===== src/rtl/pld_pkg.sv =====
package pld_pkg;

   typedef enum logic [1:0] {
      PRIV_KERNEL = 2'd0,
      PRIV_SUPER  = 2'd1,
      PRIV_USER   = 2'd2
   } priv_e;

   typedef struct packed {
      logic dword;
      logic right;
   } ld_op_t;

   // Levels outside the three defined ones fall back to the least privileged.
   function automatic priv_e norm_priv(input logic [1:0] p);
      case (p)
         2'd0:    return PRIV_KERNEL;
         2'd1:    return PRIV_SUPER;
         default: return PRIV_USER;
      endcase
   endfunction

endpackage


===== src/rtl/pld_lane_map.sv =====
module pld_lane_map #(
   parameter int ADDR_W     = 32,
   parameter int LANES      = 8,
   parameter bit BIG_ENDIAN = 1'b1
) (
   input  logic [ADDR_W-1:0]          addr_i,
   input  logic                       dword_i,
   input  logic                       right_i,
   input  logic [$clog2(LANES)-1:0]   step_i,
   output logic [$clog2(LANES):0]     nbytes_o,
   output logic [ADDR_W-1:0]          byte_addr_o,
   output logic [$clog2(LANES)-1:0]   dest_lane_o
);
   localparam int LIDX_W = $clog2(LANES);
   localparam int CNT_W  = LIDX_W + 1;

   logic [LIDX_W-1:0] top_lane;
   logic [LIDX_W-1:0] raw_idx;
   logic [LIDX_W-1:0] lane_idx;

   assign top_lane = dword_i ? LIDX_W'(LANES - 1) : LIDX_W'(LANES / 2 - 1);
   assign raw_idx  = addr_i[LIDX_W-1:0] & top_lane;

   generate
      if (BIG_ENDIAN) begin : g_big
         assign lane_idx    = raw_idx;
         assign byte_addr_o = addr_i + ADDR_W'(step_i);
      end else begin : g_little
         assign lane_idx    = raw_idx ^ top_lane;
         assign byte_addr_o = addr_i - ADDR_W'(step_i);
      end
   endgenerate

   assign nbytes_o    = right_i ? (CNT_W'(lane_idx) + CNT_W'(1))
                                : (CNT_W'(top_lane) - CNT_W'(lane_idx) + CNT_W'(1));
   assign dest_lane_o = right_i ? step_i : (top_lane - step_i);

endmodule


===== src/rtl/pld_byte_merge.sv =====
module pld_byte_merge #(
   parameter int LANES = 8
) (
   input  logic [LANES*8-1:0]        img_i,
   input  logic [$clog2(LANES)-1:0]  lane_i,
   input  logic [7:0]                data_i,
   output logic [LANES*8-1:0]        img_o
);
   localparam int LIDX_W = $clog2(LANES);

   generate
      for (genvar g = 0; g < LANES; g++) begin : g_lane
         assign img_o[g*8 +: 8] = (lane_i == LIDX_W'(g)) ? data_i : img_i[g*8 +: 8];
      end
   endgenerate

endmodule


===== src/rtl/partial_load_unit.sv =====
module partial_load_unit
   import pld_pkg::*;
#(
   parameter int ADDR_W     = 32,
   parameter int REG_W      = 64,
   parameter bit BIG_ENDIAN = 1'b1
) (
   input  logic              clk,
   input  logic              rst_n,
   input  logic              start_i,
   input  logic [1:0]        op_i,
   input  logic [ADDR_W-1:0] addr_i,
   input  logic [REG_W-1:0]  reg_i,
   input  logic [1:0]        priv_i,
   output logic              busy_o,
   output logic              done_o,
   output logic              fault_o,
   output logic [REG_W-1:0]  result_o,
   output logic              rd_req_o,
   output logic [ADDR_W-1:0] rd_addr_o,
   output logic [1:0]        rd_priv_o,
   input  logic              rd_ack_i,
   input  logic              rd_err_i,
   input  logic [7:0]        rd_data_i
);
   localparam int LANES  = REG_W / 8;
   localparam int LIDX_W = $clog2(LANES);
   localparam int CNT_W  = LIDX_W + 1;
   localparam int HALF_W = REG_W / 2;

   generate
      if (REG_W != 64) begin : g_bad_reg
         $error("partial_load_unit: REG_W must be 64");
      end
      if (ADDR_W < LIDX_W) begin : g_bad_addr
         $error("partial_load_unit: ADDR_W too narrow for lane index");
      end
   endgenerate

   typedef enum logic {ST_IDLE, ST_FETCH} state_e;

   state_e             state_q;
   ld_op_t             op_q;
   priv_e              priv_q;
   logic [ADDR_W-1:0]  addr_q;
   logic [REG_W-1:0]   img_q;
   logic [REG_W-1:0]   img_next;
   logic [REG_W-1:0]   img_final;
   logic [REG_W-1:0]   result_q;
   logic [LIDX_W-1:0]  step_q;
   logic [LIDX_W-1:0]  dest_lane;
   logic [CNT_W-1:0]   nbytes;
   logic [ADDR_W-1:0]  byte_addr;
   logic               last_byte;
   logic               done_q;
   logic               fault_q;

   pld_lane_map #(
      .ADDR_W     (ADDR_W),
      .LANES      (LANES),
      .BIG_ENDIAN (BIG_ENDIAN)
   ) u_map (
      .addr_i      (addr_q),
      .dword_i     (op_q.dword),
      .right_i     (op_q.right),
      .step_i      (step_q),
      .nbytes_o    (nbytes),
      .byte_addr_o (byte_addr),
      .dest_lane_o (dest_lane)
   );

   pld_byte_merge #(
      .LANES (LANES)
   ) u_merge (
      .img_i  (img_q),
      .lane_i (dest_lane),
      .data_i (rd_data_i),
      .img_o  (img_next)
   );

   assign last_byte = (CNT_W'(step_q) + CNT_W'(1)) == nbytes;
   assign img_final = op_q.dword ? img_next
                                 : {{HALF_W{img_next[HALF_W-1]}}, img_next[HALF_W-1:0]};

   always_ff @(posedge clk or negedge rst_n) begin
      if (!rst_n) begin
         state_q  <= ST_IDLE;
         op_q     <= '0;
         priv_q   <= PRIV_KERNEL;
         addr_q   <= '0;
         img_q    <= '0;
         result_q <= '0;
         step_q   <= '0;
         done_q   <= 1'b0;
         fault_q  <= 1'b0;
      end else begin
         done_q  <= 1'b0;
         fault_q <= 1'b0;
         case (state_q)
            ST_IDLE: begin
               if (start_i) begin
                  op_q    <= ld_op_t'(op_i);
                  priv_q  <= norm_priv(priv_i);
                  addr_q  <= addr_i;
                  img_q   <= reg_i;
                  step_q  <= '0;
                  state_q <= ST_FETCH;
               end
            end
            ST_FETCH: begin
               if (rd_ack_i) begin
                  if (rd_err_i) begin
                     fault_q <= 1'b1;
                     state_q <= ST_IDLE;
                  end else begin
                     img_q <= img_next;
                     if (last_byte) begin
                        result_q <= img_final;
                        done_q   <= 1'b1;
                        state_q  <= ST_IDLE;
                     end else begin
                        step_q <= step_q + LIDX_W'(1);
                     end
                  end
               end
            end
            default: state_q <= ST_IDLE;
         endcase
      end
   end

   assign busy_o    = (state_q == ST_FETCH);
   assign rd_req_o  = (state_q == ST_FETCH);
   assign rd_addr_o = byte_addr;
   assign rd_priv_o = priv_q;
   assign done_o    = done_q;
   assign fault_o   = fault_q;
   assign result_o  = result_q;

endmodule


===== config.mk =====
export PLATFORM = sky130hd
export DESIGN_NAME = partial_load_unit
export DESIGN_NICKNAME = d
export VERILOG_FILES = /design/src/rtl/pld_pkg.sv /design/src/rtl/pld_lane_map.sv /design/src/rtl/pld_byte_merge.sv /design/src/rtl/partial_load_unit.sv
export SDC_FILE = /design/constraint.sdc
export NUM_CORES = 1
export LEC_CHECK = 0
export BUFFER_PORTS_ARGS = -buffer_cell sky130_fd_sc_hd__buf_2
export CAP_MARGIN = 25
export CORE_ASPECT_RATIO = 0.7
export CORE_MARGIN = 2
export CORE_UTILIZATION = 45
export CTS_BUF_LIST = sky130_fd_sc_hd__clkbuf_4
export DETAILED_ROUTE_END_ITERATION = 12
export PLACE_DENSITY = 0.74
export SYNTH_ARGS = -nofsm -noshare
export SYNTH_HDL_FRONTEND = slang
export SYNTH_SLANG_ARGS = --single-unit

===== constraint.sdc =====
create_clock -name clk -period 6 [get_ports clk]
set_input_delay 0.6 -clock clk [delete_from_list [all_inputs] [get_ports clk]]
set_output_delay 0.6 -clock clk [all_outputs]
set_load 0.01 [all_outputs]

Yosys cells after proc, flatten, opt, wreduce, memory -nomap -nowiden
Index checks and enable logic that the tools add are counted.

Bitwise operators: 3. Reduce and logical (&&, ||, !) cells: 6. Add/subtract/negate cells: 7. Muxes and demuxes: 34. Equality and inequality tests: 13.

Operator list (number): 64-bit 2-to-1 mux (4); 64-bit one-hot mux with 2 select lines (1); 8-bit 2-to-1 mux (8); 32-bit by 3-bit adder with 32-bit output (1); 3-bit 2-to-1 mux (6); 3-bit equality test, second input constant (4); 1-bit 2-to-1 mux (11); 3-bit by 1-bit adder with 4-bit output, second input constant (2); 2-bit != test, second input constant (4); 4-bit AND reduction (2); 3-bit by 2-bit equality test with 1-bit output, second input constant (2); 3-bit one-hot mux with 2 select lines (1); 4-bit by 1-bit adder with 4-bit output, second input constant (1); 4-bit equality test (1); 4-bit 2-to-1 mux (1); 2-bit one-hot mux with 2 select lines (1); 3-bit by 3-bit subtractor with 4-bit output (1); 3-bit by 1-bit adder with 3-bit output, second input constant (1); 3-bit AND (1); 3-bit by 1-bit equality test with 1-bit output, second input constant (1); 3-bit zero test (1); 3-bit AND reduction (1); 3-bit subtractor (1); 2-bit by 1-bit equality test with 1-bit output, second input constant (1); 4 further kinds (5).

Bits of input ports: 113. Word-level logic and storage cells: 73. Register bits: 170. Output and inout bits: 102.

Logic depth before layout (Yosys ltp)
Gate-level depths: netlist (run 1).

Depth after elaboration: 10. Gate-level depth with buffers: 12. Mapped depth without buffers: 8.

Hierarchy
From an unflattened synthesis (run 1), not the netlist that was laid out.

Cell total of the unflattened synthesis: 847. Area, all modules: 8863.5 µm².

Modules (own cells, without submodules): partial_load_unit (area an instance 7101.8 µm², instances 1, sequential area each 4254.1 µm², cells each 651); pld_lane_map (area an instance 890.9 µm², instances 1, sequential area each 0.0 µm², cells each 121); pld_byte_merge (area an instance 870.8 µm², instances 1, sequential area each 0.0 µm², cells each 75).

Worst setup path before layout (run 1)
Ideal clock, no wire load.

Path type: reg-to-reg. Start point: reg op_q[1] in the netlist's numbering. End point: reg result_q[24] (netlist: result_o[24]). Library setup time: 0.127 ns. Slack: 3.167 ns. Buffers on the path: 5. Clock period less this slack: 2.833 ns. Data arrival time: 2.706 ns. Stages on the path, launching flop included: 13. Cells stage by stage: dfrtp_1 -> buf_6 -> clkbuf_1 -> clkbuf_1 -> nor2b_1 -> ha_1 -> nor2_1 -> a211oi_2 -> xnor2_2 -> nor3_4 -> buf_6 -> buf_8 -> mux2_1.

Cells in the longest elaborated chain, start to end: 7. Elaborated cells on any way between the ends: 13. Classes of those cells: add/sub: 4; eq/ne: 2; mux: 5; bitwise: 1; reduce/logical: 1.

RTL lines: from (decl) (RTL line partial_load_unit.sv:43) `ld_op_t op_q;`; from (signal assigned) (RTL line partial_load_unit.sv:102) `op_q <= ld_op_t'(op_i);`; 3-bit 2-to-1 mux * (RTL line pld_lane_map.sv:21) `assign top_lane = dword_i ? LIDX_W'(LANES - 1) : LIDX_W'(LANES / 2 - 1);`; 3-bit AND (RTL line pld_lane_map.sv:22) `assign raw_idx = addr_i[LIDX_W-1:0] & top_lane;`; 3-bit by 3-bit subtractor with 4-bit output (RTL line pld_lane_map.sv:35) `: (CNT_W'(top_lane) - CNT_W'(lane_idx) + CNT_W'(1));`; 4-bit by 1-bit adder with 4-bit output (RTL line pld_lane_map.sv:35); 4-bit 2-to-1 mux (RTL line pld_lane_map.sv:34) `assign nbytes_o = right_i ? (CNT_W'(lane_idx) + CNT_W'(1))`; 4-bit equality test (RTL line partial_load_unit.sv:81) `assign last_byte = (CNT_W'(step_q) + CNT_W'(1)) == nbytes;`; 4-bit AND reduction (no line); to (signal assigned) (RTL line partial_load_unit.sv:118) `result_q <= img_final;`; to (decl) (RTL line partial_load_unit.sv:49) `logic [REG_W-1:0] result_q;`.

Every way passes the cells marked *; elsewhere a longest branch is shown, timed or not. A chain may end at the register's enable or synchronous reset.

Worst setup path in the final report (run 1)
Start point: reg step_q[0]. End point: out rd_addr_o[22].

Cells in the longest elaborated chain, start to end: 1.

RTL lines: from (decl) (RTL line partial_load_unit.sv:50) `logic [LIDX_W-1:0] step_q;`; from (signal assigned) (RTL line partial_load_unit.sv:122) `step_q <= step_q + LIDX_W'(1);`; 32-bit by 3-bit adder with 32-bit output (RTL line pld_lane_map.sv:27) `assign byte_addr_o = addr_i + ADDR_W'(step_i);`; to (decl) (RTL line partial_load_unit.sv:20) `output logic [ADDR_W-1:0] rd_addr_o,`.

No other way between the ends.

==> results of run 1 <==
## flip-flops by register name, summed over array words and instances, names as in the netlist
name / cells
img_q: 64
result_o: 64
addr_q: 32
step_q: 3
op_q: 2
rd_priv_o: 2
busy_o: 1
done_o: 1
fault_o: 1
## cell usage in the layout (no fill, tap or decap), types with 7 or more instances in the layout
cell / synthesis / routed
sky130_fd_sc_hd__buf_2: 10 / 213
sky130_fd_sc_hd__dfrtp_1: 170 / 169
sky130_fd_sc_hd__nand2_1: 153 / 152
sky130_fd_sc_hd__nor2_1: 73 / 72
sky130_fd_sc_hd__a21oi_1: 69 / 69
sky130_fd_sc_hd__o22ai_1: 59 / 59
sky130_fd_sc_hd__mux2_2: 34 / 34
sky130_fd_sc_hd__a311o_1: 32 / 32
sky130_fd_sc_hd__mux2_4: 31 / 31
sky130_fd_sc_hd__mux2i_1: 32 / 31
sky130_fd_sc_hd__xnor2_1: 29 / 29
sky130_fd_sc_hd__mux2_1: 23 / 23
sky130_fd_sc_hd__clkbuf_4: 0 / 17
sky130_fd_sc_hd__buf_4: 6 / 15
sky130_fd_sc_hd__nand2b_1: 15 / 14
sky130_fd_sc_hd__inv_1: 13 / 13
sky130_fd_sc_hd__nand3_1: 12 / 12
sky130_fd_sc_hd__and3_1: 10 / 10
sky130_fd_sc_hd__o21ai_0: 10 / 10
sky130_fd_sc_hd__nand4_1: 7 / 7
sky130_fd_sc_hd__ha_1: 7 / 7
## where the power goes
part / total (mW) / switching (mW) / internal [mW] / leakage (nW)
combinational: 3.22 / 1.78 / 1.44 / 2.99
clock: 0.826 / 0.444 / 0.382 / 0.187
sequential: 2.10 / 0.428 / 1.68 / 2.09
total: 6.15 / 2.65 / 3.50 / 5.26
## logic make-up after synthesis
| family | after synthesis | share of synthesized area (%) |
|---|---|---|
| muxes | 120 | 15.3 |
| and+or+nand+nor | 296 | 14.2 |
| adders and majority gates | 8 | 1.15 |
| DFF | 170 | 45.5 |
| xor gates and xnor gates | 37 | 3.83 |
| buffers and inverters | 85 | 5.20 |
| AOI/OAI and AO/OA | 197 | 14.8 |
## cells in the mapped netlist, drive strengths merged (2+ instances only)
| master | number |
|---|---|
| dfrtp | 170 |
| nand2 | 153 |
| mux2 | 88 |
| nor2 | 73 |
| a21oi | 69 |
| o22ai | 60 |
| clkbuf | 37 |
| buf | 35 |
| a311o | 32 |
| mux2i | 32 |
| xnor2 | 31 |
| nand2b | 15 |
| inv | 13 |
| nand3 | 12 |
| and3 | 10 |
| o21ai | 10 |
| ha | 7 |
| nand4 | 7 |
| nor2b | 7 |
| and4 | 6 |
| xor2 | 6 |
| a32oi | 5 |
| and2 | 3 |
| o211ai | 3 |
| a21o | 2 |
| a221o | 2 |
| a222oi | 2 |
| nand3b | 2 |
| nand4b | 2 |
| nor3 | 2 |
## stage by stage
step	util [%]	total power, mW
final	52.9	6.15
after global routing	52.9	6.61
after CTS	52.7	6.17
after detailed placement	50.9	5.33
after global placement	50.9	5.25
after floorplan	-	4.42
## final timing paths
path	startpoint	to	slack, ns	depth (start not counted)
max in group asynchronous	rst_n	img_q[27]	4.43	3
min in group asynchronous	rst_n	img_q[6]	0.48	2
min	addr_i[14]	addr_q[14]	0.20	3
max	step_q[0]	rd_addr_o[22]	2.01	9
max reg2reg	busy_o	img_q[2]	2.84	7
min reg2reg	result_o[20]	result_o[20]	0.50	1
## cell type report
| cell class | count | area (sq um) | share of cell area, % |
|---|---|---|---|
| Timing Repair Buffer | 231 | 1230 | 11.3 |
| Sequential cell | 170 | 4260 | 39.2 |
| Clock buffer | 17 | 128 | 1.18 |
| Inverter | 13 | 48.8 | 0.449 |
| Multi-Input combinational cell | 658 | 4620 | 42.5 |
| Clock inverter | 15 | 236 | 2.18 |
| Antenna cell | 1 | 2.50 | 0.0230 |
| Tap cell | 276 | 345 | 3.18 |
## critical path: cells and delay by family (launching register included)
family / cells / cell delay, ns
flops: 1 / 0.66
fa+ha+maj: 2 / 0.65
simple gates: 3 / 0.87
buf+inv: 2 / 0.21
xor+xnor: 1 / 0.18
compound gates: 1 / 0.23
## routing by layer
metal  track usage (%)  vias up  wire [microns]
met2              32.6      332           10800
met4              6.03        6             361
met1              36.8     3722           12400
li1                  -     3622               -
met3              5.56       35            2160
met5                 0        -              33
==> run summary, run 1 <==
The count of buffers inserted at the top-level ports came out at 214. Of all cell types, the one taking the most synthesized area is sky130_fd_sc_hd__dfrtp_1. Summed over all layers, the global routing overflow is 0. The post-synthesis net count is 1,034. After synthesis the cells add up to 9340 sq um. Yosys mapped the design onto 61 distinct sky130hd cell types. The most used flip-flop cell after synthesis is sky130_fd_sc_hd__dfrtp_1.

The routed layout has 7,717 vias. Sequential cells were found to cover 45.5% of the synthesized design area. At the end of routability-driven placement, the weighted congestion stood at between 0.8 and 0.9.

The arrival time of the worst setup path is 3.39 ns. The required arrival time at the worst endpoint is 5.40 ns. The maximum number of pins on one net before global-route repair came out at 85.

The wire length of the first global-routing pass is 40.4 mm. The total clock buffers created by CTS came out at 17. The number of failing hold endpoints at the final stage is 0.

The power density over the cells came out at 567 nW/um^2. The via count of the first global-routing pass came out at 7,282. TritonCTS built the clock tree. The number of synthesis warnings is 0.

The worst setup path is launched from a flop. The highest fanout seen on the critical path is 15. The die is 176 microns wide. The buffer type at the clock tree root is sky130_fd_sc_hd__clkbuf_4. The clock passes through at most 2 buffers. The share of post-route cells with drive strength above 1 is 31.6%. The count of routing violations after the opening detailed-route iteration is 640.

The post-route clock skew came out at 0.0206 ns. The CTS sink count came out at 170. The signal on the critical path passes through ha_1, inv_1, fa_1, nor2b_1, o21ai_0, nor4_2, nand4_1, xnor2_1, buf_2. The cell area reported after detailed placement is 10,500 sq um. Setup repair after global routing left no endpoint under its margin. The H-tree was split into 4 levels. The biggest cell delay along the critical path is 0.66 ns. The worst hold margin is 0.198 ns. The total wire length after detailed routing came out at 25.7 mm. A synthesized cell averages about 10 sq um. The initial antenna violation count came out at 4. The post-synthesis register bit count is 170. The synthesized design contains 0 enable-type register cells. The final count of negative-setup-slack endpoints came out at 0. The die covers 21,900 sq um. After detailed routing, the number of vias per cell comes to ~5.6. Buffers added to address setup during post-CTS repair amount to 0.

The synthesized netlist cell count is just over 900. The flow ran to the end, and the final reports show no timing, DRC or antenna violations. The filler cell count in the final layout came out at roughly 1,900. The critical path in this run is classified as flop to output port. The clock transition at the registers of the reported paths is 0.16 ns. The slew at the pin with the worst max-slew slack came out at 0.987 ns. The number of buffers inserted by hold repair at cts is 1. The number of ports placed on the die boundary is ~220.

The fraction of registers with async set/reset is 100%. The worst hold path belongs to the class input port to flop. The first detailed-routing pass took 7 iterations. The routed length per instance came out at 18.6 microns. The portion of synthesized cell area occupied by the leading cell type is 45.5%. The final cell count without fillers is 1,381. The die height came out at roughly 120 microns.

The number of max-slew violations in the final report came to 0. The max-cap violation count is 0. By area the synthesized netlist is led by sky130_fd_sc_hd__dfrtp_1 46%, sky130_fd_sc_hd__nand2_1 6.1%, sky130_fd_sc_hd__mux2_4 5.0%. The area growth from synthesis to layout came out at 16.3%. In the finished design, the share of the clock period the worst path needs comes to 66.5%. The worst IR drop on VDD is 237 uV. The aggregate global-route resource usage came out at roughly a quarter. The initial core utilization came out at 45.5%. The estimated wirelength of the detail-placed design came out at 17.5 mm.

At the end of the flow, the number of nets in the layout was 1,212. For this design the static power due to leakage is 5.26 nW. The floorplan has 44 rows. The residual DRC count is 0. For this design, the slowest cell found on the critical path is sky130_fd_sc_hd__dfrtp_1.

Static timing analysis puts the maximum clock frequency at 0.251 GHz. The count of nets left with antenna violations once routing finished came out at 0. Measured against its own limit, the worst slew margin works out to 34.0%. The design area is 10,900 sq um. The clock network latency to the later pin of the worst-skew pair is around 0.58 ns.

Once the clock tree was built, the resizer swapped 0 gates to a different size. The core region is a little over 20,000 sq um. Before CTS, the worst setup slack after placement is 2.63 ns.

The time the worst path needs with I/O delays and setup came out at 3.99 ns. The worst setup path is captured at an output port. The total instance count after detailed placement came out at 1,346. The post-route setup TNS came out at 0 ns. Setup slack closes at 2.01 ns.
Note: power is estimated with default switching activity, not from simulation.
==> run 2, diff against run 1 <==
==> constraint.sdc (replaced) <==
create_clock -name clk -period 3.7 [get_ports clk]
set_input_delay 0.37 -clock clk [delete_from_list [all_inputs] [get_ports clk]]
set_output_delay 0.37 -clock clk [all_outputs]
set_load 0.01 [all_outputs]
==> run 2 against run 1 <==
  * Via count is 2.8% higher
  * Wire length grew 2.8%
  * Non-clock buffer count increased by 41
  * Core utilization is 1.8 points higher
  * Clock power up 38%
  * Critical endpoint is now rd_addr_o[21]
  * Final area rose by 3.4%
  * Die area unchanged
==> run summary, run 2 (synthesis results as in run 1) <==
The power density over the cells came out at 876 nW/um^2 (was 567 nW/um^2). The share of post-route cells with drive strength above 1 is 30.7% (was 31.6%). The final antenna-violating net count came out at 0 (unchanged).

The category of cells accounting for the largest share of critical-path delay is simple AND/OR/NAND/NOR gates (unchanged). The most common cell after layout, fill and taps aside was sky130_fd_sc_hd__buf_2 (unchanged). The count of buffers added by post-CTS timing repair for setup is 0 (unchanged). RSZ-0062 raised after global routing: false (unchanged). The required arrival time at the worst endpoint came out at 3.33 ns (was 5.40 ns). The final clock period utilization by the worst path is 93.3%.

The clock transition at the registers of the reported paths was 0.16 ns (about the same). The area growth from synthesis to layout is 20.2% (was 16.3%). The estimated wirelength of the detail-placed design is 17.4 mm (was 17.5 mm). The reg-to-reg critical path startpoint was op_q[1] (was busy_o).

The total number of vias came out at 7,935 (was 7,717). The register-to-register setup slack is 0.81 ns (was 2.84 ns). The biggest cell delay along the critical path was 0.72 ns (was 0.66 ns). The largest buffer count on any clock path came out at 2 (unchanged). The core box area is 20,500 sq um (unchanged). The arrival time of the worst setup path came to 3.08 ns (was 3.39 ns). The classification of the worst setup path was flop to output port (unchanged).

The number of ports placed on the die boundary came to 215 (unchanged). The total wire length after detailed routing came to 26.4 mm (was 25.7 mm). The clock network latency to the later pin of the worst-skew pair was 0.57 ns (was 0.58 ns). The residual DRC count is 0 (unchanged). The initial antenna violation count is 0 (was 4).

Outcome: finished clean (unchanged). The full die area came out at 21,900 sq um (unchanged). The CTS sink count was 170 (unchanged). The met2 demand-to-capacity share in global routing came to 34.4% (was 32.6%). The die height is 125 microns (unchanged). The weighted congestion reported at the end of routability-driven placement was 0.841 (was 0.835). The area of combinational cells with multiple inputs came out at 4630 sq um (was 4620 sq um). The wire length of the first global-routing pass came out at 41.5 mm (was 40.4 mm).

The time the worst path needs with I/O delays and setup is 3.45 ns. The total clock buffers created by CTS came to 17 (unchanged). The worst slack at placement came out at 0.539 ns (was 2.63 ns). The worst hold path startpoint is priv_i[0] (was addr_i[14]).

The number of rows in the core area is 44 (unchanged). The met3 layer usage reported by global route is 6.11% (was 5.56%). The final count of negative-setup-slack endpoints is 0 (unchanged).

The via density per instance is 5.58 (was 5.59). The sum of overflow across all layers after global routing is 0 (unchanged). The clock tree from TritonCTS was yes (unchanged). The initial core utilization is 45.5% (unchanged). The H-tree depth came out at 4 (unchanged).

The source of the critical timing path was step_q[2] (was step_q[0]). The sequential cell area came to 4260 sq um (about the same). The worst reg-to-reg path cell count came to 8 (was 7).

The maximum number of pins on one net before global-route repair is 102 (was 85). Cell breakdown of the critical path: ha_1, a21oi_1, nor4b_2, nand3_1, xnor2_1, buf_2 (was ha_1, inv_1, fa_1, nor2b_1, o21ai_0, nor4_2, nand4_1, xnor2_1, buf_2). The standby leakage power came out at 5.42 nW (was 5.26 nW). The worst slew margin relative to its limit is 21.4% (was 34.0%).

The length of the first detailed-routing pass in iterations came out at 7 (unchanged). The total design power was 9.84 mW (was 6.15 mW). The hold path depth is 3 (unchanged). The slowest cell on the critical path is sky130_fd_sc_hd__nor4b_2 (was sky130_fd_sc_hd__dfrtp_1). The kind of launch point of the worst setup path was a flop (unchanged). The final critical-path setup slack is 0.247 ns (was 2.01 ns). The buffer type at the clock tree root is sky130_fd_sc_hd__clkbuf_4 (unchanged). The number of failing hold endpoints at the final stage was 0 (unchanged).

The post-route clock skew came out at 0.0286 ns (was 0.0206 ns). The post-route setup TNS came out at 0 ns (unchanged). The worst IR drop on VDD is 412 uV (was 237 uV). The top achievable clock speed came out at 0.290 GHz. The count of buffers inserted at the top-level ports is 214 (unchanged). The count of routing violations after the opening detailed-route iteration was 718 (was 640).

The max-cap violation count was 0 (unchanged). The endpoint kind of the worst setup timing path is an output port (unchanged). The aggregate global-route resource usage came out at 24.2% (was 23.6%). The path class of the lowest-slack min-delay path was input port to flop (unchanged). The final net count is 1,253 (was 1,212). The routed length per instance came to 18.6 microns (about the same).

Most used cells in the layout excluding fill and tap cells: 213 x sky130_fd_sc_hd__buf_2, 168 x sky130_fd_sc_hd__dfrtp_1, 152 x sky130_fd_sc_hd__nand2_1 (was 213 x sky130_fd_sc_hd__buf_2, 169 x sky130_fd_sc_hd__dfrtp_1, 152 x sky130_fd_sc_hd__nand2_1). The number of max-slew violations in the final report is 0 (unchanged). The peak-usage layer in the global routing report is met1 (unchanged).

The via count of the first global-routing pass is 7,561 (was 7,282). The width of the die came out at 176 microns (unchanged). The slew at the pin with the worst max-slew slack was 1.18 ns (was 0.987 ns). The number of cells on the critical path came out at 6 (was 9).

The highest fanout seen on the critical path was 14 (was 15). The filler cell count in the final layout was 1,833 (was 1,891). The met1 routing resource usage after global routing is 36.9% (was 36.8%). The combined buffer and inverter count along the critical path is 1 (was 2).
run 2: final timing paths:
path                                 end
max                        rd_addr_o[21]
min                         rd_priv_o[0]
max reg2reg                  result_o[1]
min reg2reg                 result_o[26]
max in group asynchronous      addr_q[2]
min in group asynchronous    result_o[1]
run 2: where the power goes:
part	switching [mW]	internal [mW]	total [mW]
sequential	0.703	2.72	3.42
combinational	2.88	2.38	5.27
clock	0.730	0.415	1.14
total	4.32	5.52	9.84
run 2: layout make-up:
class | instances | area share (%)
diodes | 1 | 0.0223
multi-input cells | 658 | 41.2
repair buffers | 272 | 14.8
clock inverters | 15 | 1.48
clock buffers | 17 | 1.14
well taps | 276 | 3.07
flip-flops and latches | 170 | 37.9
inverters | 13 | 0.434
run 2: worst reg2reg max path, cell delays in order, from the launching register on:
cell                       delay (ns)
sky130_fd_sc_hd__dfrtp_1         0.58
sky130_fd_sc_hd__nor2b_1         0.22
sky130_fd_sc_hd__ha_1            0.28
sky130_fd_sc_hd__nor2_1          0.04
sky130_fd_sc_hd__a211oi_2        0.29
sky130_fd_sc_hd__xnor2_2         0.19
sky130_fd_sc_hd__nor3_4          0.29
sky130_fd_sc_hd__buf_4           0.50
sky130_fd_sc_hd__mux2_2          0.42
run 2: timing repair:
action / in CTS / in global routing
hold endpoints to repair: 138 / 1
gates resized for setup: 1 / 2
endpoints found under the setup margin: 6 / 11
hold buffers: 39 / 1
gates cloned: 0 / 0
run 2: per-stage QoR:
stage          hold slack [ns]  instance area [sq um]  utilization [%]  instances
6_report                0.0453                  11200             54.7       1422
5_1_grt                0.00489                  11200             54.7       1421
4_1_cts                 0.0132                  11200             54.5       1419
2_1_floorplan           0.0744                   9340                -        913
3_5_place_dp             0.473                  10500             51.1       1348
3_3_place_gp             0.455                  10500             51.1       1348
run 2: routing by layer:
layer | part of all wire, % | up-vias | wire, microns
met5 | 0 | - | 0
met4 | 0.93 | 0 | 245
met3 | 9.1 | 21 | 2410
met2 | 43 | 359 | 11400
met1 | 47 | 3855 | 12300
li1 | - | 3700 | -
